**src/rtl/sat_arith_pkg.sv**
```systemverilog
package sat_arith_pkg;
  typedef enum logic [2:0] {
    OP_SADD = 3'd0,
    OP_UADD = 3'd1,
    OP_SSUB = 3'd2,
    OP_USUB = 3'd3,
    OP_SACC = 3'd4,  // signed acc += unsigned
    OP_UACC = 3'd5,  // unsigned acc += signed
    OP_RSV6 = 3'd6,
    OP_RSV7 = 3'd7
  } sat_op_e;

  typedef struct packed {
    logic a_sgn;
    logic b_sgn;
    logic sub;
    logic d_sgn;
    logic pass;
  } sat_ctl_t;
endpackage

```
**src/rtl/sat_op_decode.sv**
```systemverilog
module sat_op_decode
  import sat_arith_pkg::*;
(
  input  logic [2:0] op_i,
  output sat_ctl_t   ctl_o
);
  always_comb begin
    ctl_o = '0;
    unique case (sat_op_e'(op_i))
      OP_SADD: begin ctl_o.a_sgn = 1'b1; ctl_o.b_sgn = 1'b1; ctl_o.d_sgn = 1'b1; end
      OP_UADD: ;
      OP_SSUB: begin ctl_o.a_sgn = 1'b1; ctl_o.b_sgn = 1'b1; ctl_o.d_sgn = 1'b1; ctl_o.sub = 1'b1; end
      OP_USUB: ctl_o.sub = 1'b1;
      OP_SACC: begin ctl_o.a_sgn = 1'b1; ctl_o.d_sgn = 1'b1; end
      OP_UACC: ctl_o.b_sgn = 1'b1;
      default: ctl_o.pass = 1'b1;
    endcase
  end
endmodule

```
**src/rtl/sat_wide_addsub.sv**
```systemverilog
module sat_wide_addsub #(
  parameter int W  = 64,
  localparam int EW = W + 2
) (
  input  logic [W-1:0]         a_i,
  input  logic [W-1:0]         b_i,
  input  logic                 a_sgn_i,
  input  logic                 b_sgn_i,
  input  logic                 sub_i,
  output logic signed [EW-1:0] sum_o
);
  logic [1:0][W-1:0] opd;
  logic [1:0]        sgn;
  logic signed [EW-1:0] ext [2];

  assign opd = {b_i, a_i};
  assign sgn = {b_sgn_i, a_sgn_i};

  for (genvar i = 0; i < 2; i++) begin : g_ext
    assign ext[i] = sgn[i] ? {{2{opd[i][W-1]}}, opd[i]} : {2'b00, opd[i]};
  end

  assign sum_o = sub_i ? (ext[0] - ext[1]) : (ext[0] + ext[1]);
endmodule

```
**src/rtl/sat_clamp.sv**
```systemverilog
module sat_clamp #(
  parameter int W  = 64,
  localparam int EW = W + 2
) (
  input  logic signed [EW-1:0] val_i,
  input  logic                 d_sgn_i,
  output logic [W-1:0]         res_o,
  output logic                 sat_o
);
  logic signed [EW-1:0] hi_lim, lo_lim;

  always_comb begin
    if (d_sgn_i) begin
      hi_lim = {3'b000, {(W-1){1'b1}}};
      lo_lim = {3'b111, {(W-1){1'b0}}};
    end else begin
      hi_lim = {2'b00, {W{1'b1}}};
      lo_lim = '0;
    end
    if (val_i > hi_lim) begin
      res_o = hi_lim[W-1:0];
      sat_o = 1'b1;
    end else if (val_i < lo_lim) begin
      res_o = lo_lim[W-1:0];
      sat_o = 1'b1;
    end else begin
      res_o = val_i[W-1:0];
      sat_o = 1'b0;
    end
  end
endmodule

```
**src/rtl/sat_sticky_flag.sv**
```systemverilog
module sat_sticky_flag (
  input  logic clk_i,
  input  logic rst_ni,
  input  logic set_i,
  input  logic clr_i,
  output logic flag_o
);
  always_ff @(posedge clk_i or negedge rst_ni) begin
    if (!rst_ni)     flag_o <= 1'b0;
    else if (clr_i)  flag_o <= 1'b0;
    else if (set_i)  flag_o <= 1'b1;
  end
endmodule

```
**src/rtl/sat_arith_unit.sv**
```systemverilog
module sat_arith_unit
  import sat_arith_pkg::*;
#(
  parameter int W = 64,
  localparam int EW = W + 2
) (
  input  logic         clk_i,
  input  logic         rst_ni,
  input  logic         vld_i,
  input  logic [2:0]   op_i,
  input  logic [W-1:0] a_i,
  input  logic [W-1:0] b_i,
  input  logic         clr_i,
  output logic         res_vld_o,
  output logic [W-1:0] res_o,
  output logic         sat_o,
  output logic         sticky_o
);
  sat_ctl_t             ctl;
  logic signed [EW-1:0] wide;
  logic [W-1:0]         clamped;
  logic                 clamp_hit;
  logic [W-1:0]         res_d;
  logic                 sat_d;

  sat_op_decode u_dec (.op_i(op_i), .ctl_o(ctl));

  sat_wide_addsub #(.W(W)) u_add (
    .a_i(a_i), .b_i(b_i), .a_sgn_i(ctl.a_sgn), .b_sgn_i(ctl.b_sgn),
    .sub_i(ctl.sub), .sum_o(wide)
  );

  sat_clamp #(.W(W)) u_clamp (
    .val_i(wide), .d_sgn_i(ctl.d_sgn), .res_o(clamped), .sat_o(clamp_hit)
  );

  always_comb begin
    res_d = ctl.pass ? a_i : clamped;
    sat_d = vld_i & ~ctl.pass & clamp_hit;
  end

  always_ff @(posedge clk_i or negedge rst_ni) begin
    if (!rst_ni) begin
      res_vld_o <= 1'b0;
      res_o     <= '0;
      sat_o     <= 1'b0;
    end else begin
      res_vld_o <= vld_i;
      sat_o     <= sat_d;
      if (vld_i) res_o <= res_d;
    end
  end

  sat_sticky_flag u_sticky (
    .clk_i(clk_i), .rst_ni(rst_ni), .set_i(sat_d), .clr_i(clr_i), .flag_o(sticky_o)
  );
endmodule

```
**config.mk**
```make
export PLATFORM = sky130hd
export DESIGN_NAME = sat_arith_unit
export DESIGN_NICKNAME = d
export VERILOG_FILES = /design/src/rtl/sat_arith_pkg.sv /design/src/rtl/sat_op_decode.sv /design/src/rtl/sat_wide_addsub.sv /design/src/rtl/sat_clamp.sv /design/src/rtl/sat_sticky_flag.sv /design/src/rtl/sat_arith_unit.sv
export SDC_FILE = /design/constraint.sdc
export NUM_CORES = 1
export LEC_CHECK = 0
export CELL_PAD_IN_SITES_DETAIL_PLACEMENT = 0
export CELL_PAD_IN_SITES_GLOBAL_PLACEMENT = 1
export CORE_AREA = 2 2 169 171
export CTS_CLUSTER_DIAMETER = 40
export DETAILED_ROUTE_END_ITERATION = 8
export DIE_AREA = 0 0 171 173
export MAX_ROUTING_LAYER = met4
export PLACE_DENSITY_LB_ADDON = 0.08
export SYNTH_ARGS = -nofsm -noshare
export SYNTH_HDL_FRONTEND = slang
export SYNTH_SLANG_ARGS = --single-unit
```
**constraint.sdc**
```tcl
create_clock -name clk_i -period 0.8 [get_ports clk_i]
set_clock_uncertainty 0.15 [all_clocks]
set_input_delay 0.24 -clock clk_i [delete_from_list [all_inputs] [get_ports clk_i]]
set_output_delay 0.24 -clock clk_i [all_outputs]
set_load 0.03 [all_outputs]
```
Yosys cells after proc, flatten, opt, wreduce, memory -nomap -nowiden
Index checks and enable logic that the tools add are counted.
Widths: inputs -> output; s select.
Cells by class
  reduce and logical (&&, ||, !) cells: 6
  $lt $le $gt $ge: 2
  eq/ne operators: 5
  bitwise gates (word level): 2
  mux-type cells: 15
  add/sub/neg operators: 2
Operators by type and width (number)
  $mux 66: 4
  $mux 64: 4
  $add 66x66->66: 1
  $gt 66x65->1: 1
  $lt 66x66->1: 1
  $sub 66x66->66: 1
  $mux 1: 7
  $eq 3x2->1 const B: 2
  $eq 3x3->1 const B: 2
  $reduce_or 3->1: 2
  $reduce_or 6->1: 1
  $eq 3x1->1 const B: 1
  $logic_not 3->1: 1
  $and 1x1->1: 2
  $reduce_bool 2->1: 1
  $reduce_or 2->1: 1
Storage, ports and cells
  input port bits: 135
  bits in registers: 67
  output and inout bits: 67

Depth between registers and ports, before layout
  word-level depth: 12
  depth in mapped cells: 38

By module
A second synthesis with hierarchy kept.
Unflattened totals
  cell total of the unflattened synthesis: 1258
  area, all modules: 9509.1 um^2
Modules (own cells, without submodules)
  sat_wide_addsub: seq. area each 0.0 um^2, cells each 852, instances 1, area each 5565.3 um^2
  sat_arith_unit: seq. area each 1651.6 um^2, cells each 281, instances 1, area each 3039.2 um^2
  sat_clamp: seq. area each 0.0 um^2, cells each 117, instances 1, area each 828.3 um^2
  sat_op_decode: seq. area each 0.0 um^2, cells each 6, instances 1, area each 41.3 um^2
  sat_sticky_flag: seq. area each 25.0 um^2, cells each 2, instances 1, area each 35.0 um^2

Worst setup path before layout
OpenSTA, ideal clock, no wires.
  path kind: input -> register
  start: input port b_i[5]
  end: register res_o[12]
  required time: 0.520 ns
  stages: 37
  path buffers: 4
  setup slack: -7.039 ns
  arrival time: 7.559 ns
  path through: or3_1 -> or3b_1 -> or2_1 -> clkbuf_1 -> nor4_4 -> nand2_1 -> or4_1 -> nor4_2 -> a21oi_1 -> xnor2_1 -> ha_1 -> clkbuf_1 -> a21oi_1 -> o21ai_0 -> o31ai_1 -> nand2_1 -> a211oi_1 -> a31oi_1 -> nand2_1 -> nand2b_1 -> a21oi_1 -> xor2_1 -> inv_1 -> ha_1 -> nand3b_1 -> a21oi_1 -> nand4_1 -> or4_1 -> nor4_1 -> nand4_1 -> nor4_2 -> nand4_1 -> o31ai_2 -> and2_1 -> buf_6 -> buf_12 -> a21oi_4
On the way
  word-level cells in the longest chain between the ends: 7
  elaborated cells on any way between the ends: 9
Ends and longest elaborated chain
  start: declaration: line sat_arith_unit.sv:12  | input logic [W-1:0] b_i,
  $mux 66 *: line sat_wide_addsub.sv:20  | assign ext[i] = sgn[i] ? {{2{opd[i][W-1]}}, opd[i]} : {2'b00, opd[i]};
  $add 66x66->66 / $sub 66x66->66 (equally long branches): line sat_wide_addsub.sv:23  | assign sum_o = sub_i ? (ext[0] - ext[1]) : (ext[0] + ext[1]);
  $mux 66 *: line sat_wide_addsub.sv:23
  $lt 66x66->1: line sat_clamp.sv:23  | end else if (val_i < lo_lim) begin
  $mux 64: line sat_clamp.sv:23
  $mux 64 *: line sat_clamp.sv:20  | if (val_i > hi_lim) begin
  $mux 64 *: line sat_arith_unit.sv:38  | res_d = ctl.pass ? a_i : clamped;
  end signal: assignment: line sat_arith_unit.sv:50  | if (vld_i) res_o <= res_d;
  end: declaration: line sat_arith_unit.sv:15  | output logic [W-1:0] res_o,
Every way passes the cells marked *; elsewhere a longest branch is shown, timed or not.
A chain may end at the register's enable or synchronous reset.

Worst setup path after layout
  start: input port b_i[14]
  end: register res_o[42]
Same word-level chain as after synthesis.

==> flow_metrics.tcl <==
set metrics [dict create \
    routabilityCongestion 0.975 \
    fin_hold_ws_ps -88.6 \
    clockPowerShare 0.124 \
    synth_cells 1198 \
    grt_max_degree 37 \
    ctsHoldBuffers 1 \
    avgSynthCellArea_um2 7.98 \
    portBuffers 201 \
    wire_per_inst_um 19.0 \
    synth_top_area_frac 0.175 \
    worstPathRequired_ps 900 \
    hpwl_mm 35.9 \
    die_h_um 173 \
    start_util 0.346 \
    synthTopCellsByArea "dfrtp_1, a21oi_4, ha_1" \
    endpoint_kind "register" \
    p_leak_nw 8.13 \
    core_um2 27600 \
    status "finished with violations" \
    yosys_register_bits 67 \
    period_minus_slack_ps 7600 \
    r2r_cells 4 \
    rows 61 \
    drc 0 \
    min_period_over_period 9.50 \
    vias 12200 \
    fill_cells 2408 \
    synth_nets 1404 \
    cts_tree "built" \
    drv_cap 0 \
    cts_num_sinks 67 \
    ys_seq_area_frac 0.175 \
    fmax_ghz 0.132 \
    power_switching_w 0.0168 \
    drt_iter0_markers 607 \
    syn_area_um2 9560 \
    grt_pass1_vias 12800 \
    cts.clk_slew.worst_paths_ps 60 \
    routed_wl_mm 45.0 \
    synth_ff_type "dfrtp_1" \
    rsz0062_at_grt "true" \
    crit_type "input port to register" \
    via_per_inst 5.17 \
    io_pins 202 \
    seqPwrFrac 0.148 \
    hold_violations 67 \
    p_sw_frac 0.425 \
    dr.pass1.iters 5 \
    grt-ovfl-total 0 \
    violations "negative hold slack, negative setup slack" \
    fin_tns_setup_ps -479510 \
    max_slew_margin 0.602 \
    clkLatencyLatePin_ps 370 \
    grt_use_total 0.311 \
    powerDensity_nw_per_um2 2180 \
    slowest_delay_ps 530 \
    synth.distinct_cells 76 \
    start_kind "input port" \
    cts_made_buffers 9 \
    grt_first_pass_wirelength_mm 69.7 \
    setup_viol_count_final 133 \
    antenna_found_initial 0 \
    cts_buffer_depth 2 \
    p_int_w 0.0227 \
    crit_slowest_cell "or4_4" \
    power_frac_comb 0.729 \
    fp.dieW_um 171 \
    antenna_cells 0 \
    layout_common_cells "buf_4, nand2_1, clkdlybuf4s50_1, a21oi_1, nor2_1" \
    mostFrequentLayoutCell "buf_4" \
    crit_top_cell "nand4_1" \
    vdd.ir_drop.worst_mv 1.53 \
    setup_slack_ps -6800 \
    fin_nets 2191 \
    place_worst_setup_slack_ps -7560 \
    crit_fanout 5 \
    cts_root_buf "clkbuf_16" \
    synth_enable_flop_cells 0 \
    yosysWarnings 0 \
    htreeDepth 3 \
    hold_path.class "input port to asynchronous set/reset pin" \
    async_reset_ff_frac 1.00 \
    ant_nets 0 \
    slew_violations 0 \
    crit_arrival_ps 7700 \
    area_growth_pct 89.8 \
    dieArea_um2 29600 \
    worst_slew_pin_slew_ps 591 \
    fin_util 0.657 \
    layout-drive-gt1-share 0.440 \
    synth_area_leader_cell "dfrtp_1" \
]
## routing by layer
layer,GRT usage,up-vias,wire [um]
met5,-,-,0
met4,0.108,0,1500
met3,0.0419,72,1940
met2,0.508,289,21300
met1,0.393,5838,20200
li1,-,6041,-
## logic make-up after synthesis
family,count (synthesis),share of synthesized area
AO/OA/AOI/OAI,438,0.347
buffers and inverters,74,0.0411
AND/OR/NAND/NOR,420,0.224
XOR/XNOR,122,0.112
multiplexers,6,0.00654
adder cells (fa/ha/maj),71,0.0937
flip-flops,67,0.175
## final cells by class
type / count / area (um2) / area share
inverters: 18 / 67.6 / 0.00372
well taps: 378 / 473 / 0.0261
multi-input cells: 1057 / 7850 / 0.433
clock inverters: 5 / 103 / 0.00566
flip-flops and latches: 67 / 1690 / 0.0929
repair buffers: 832 / 7730 / 0.426
clock buffers: 11 / 233 / 0.0128
## metrics by stage
stage          area [um2]  cells  power [W]  hold slack [ps]
2_1_floorplan        9630   1198     0.0174             -206
3_3_place_gp        16400   2232     0.0315             67.1
4_1_cts             18000   2355     0.0391              187
5_1_grt             18100   2368     0.0415            -73.0
3_5_place_dp        16400   2232     0.0317             73.3
6_report            18100   2368     0.0395            -88.6
## power by group through the flow
stage	logic (W)	registers, W	clock network, W
global placement	0.0257	0.00582	0
global route	0.0305	0.00594	0.00506
floorplan	0.00989	0.00754	0
finish	0.0288	0.00584	0.00488
CTS	0.0283	0.00583	0.00494
detailed placement	0.0258	0.00585	0
## sequential cells by signal, indices dropped and copies added (netlist names)
register / cells
res_o: 64
res_vld_o: 1
sat_o: 1
u_sticky.flag_o: 1
## synth_stat cells, drive strengths merged (3+ instances only)
cell type    n
o21ai       81
buf         15
or4          8
a21boi       4
nand4       31
xor2        72
xnor2       50
o211ai       8
nor3        17
or2          8
o21bai       7
ha          70
a31oi        7
o221ai       3
and4         3
a211oi      12
mux2i        4
nor4        19
nand2b      30
a22oi        3
o31ai       20
nand3b       9
o21a         9
inv         18
or3b         3
nand2      137
a21o        12
nor2        91
o211a        3
nand3       21
o41ai        7
and2        10
nor2b       10
a21oi      177
or3         16
clkbuf      41
dfrtp       67
o22ai       66
## repair_timing
item,in CTS,in global routing
buffers inserted,115,13
setup endpoints to repair,133,150
pin swaps,27,20
resized for setup,123,26
gates cloned,4,1
hold endpoints to repair,67,67
## final timing paths
check / from / to / slack, ps
min in group clk_i: vld_i / res_vld_o$_DFF_PN0_ / 200
max reg2reg: res_o[61]$_DFFE_PN0P_ / res_o[61]$_DFFE_PN0P_ / -420
min: rst_ni / res_o[15]$_DFFE_PN0P_ / -90
max: b_i[14] / res_o[42]$_DFFE_PN0P_ / -6800
min reg2reg: res_o[9]$_DFFE_PN0P_ / res_o[9]$_DFFE_PN0P_ / 460
max in group asynchronous: rst_ni / res_o[61]$_DFFE_PN0P_ / 400
## critical path, delay by kind of cell
kind / cells / cell delay (ps)
AND/OR/NAND/NOR: 19 / 4610
AO/OA/AOI/OAI: 8 / 1040
buffers and inverters: 7 / 860
adder cells (fa/ha/maj): 2 / 620
XOR/XNOR: 2 / 300
Note: power is estimated with default switching activity, not from simulation.
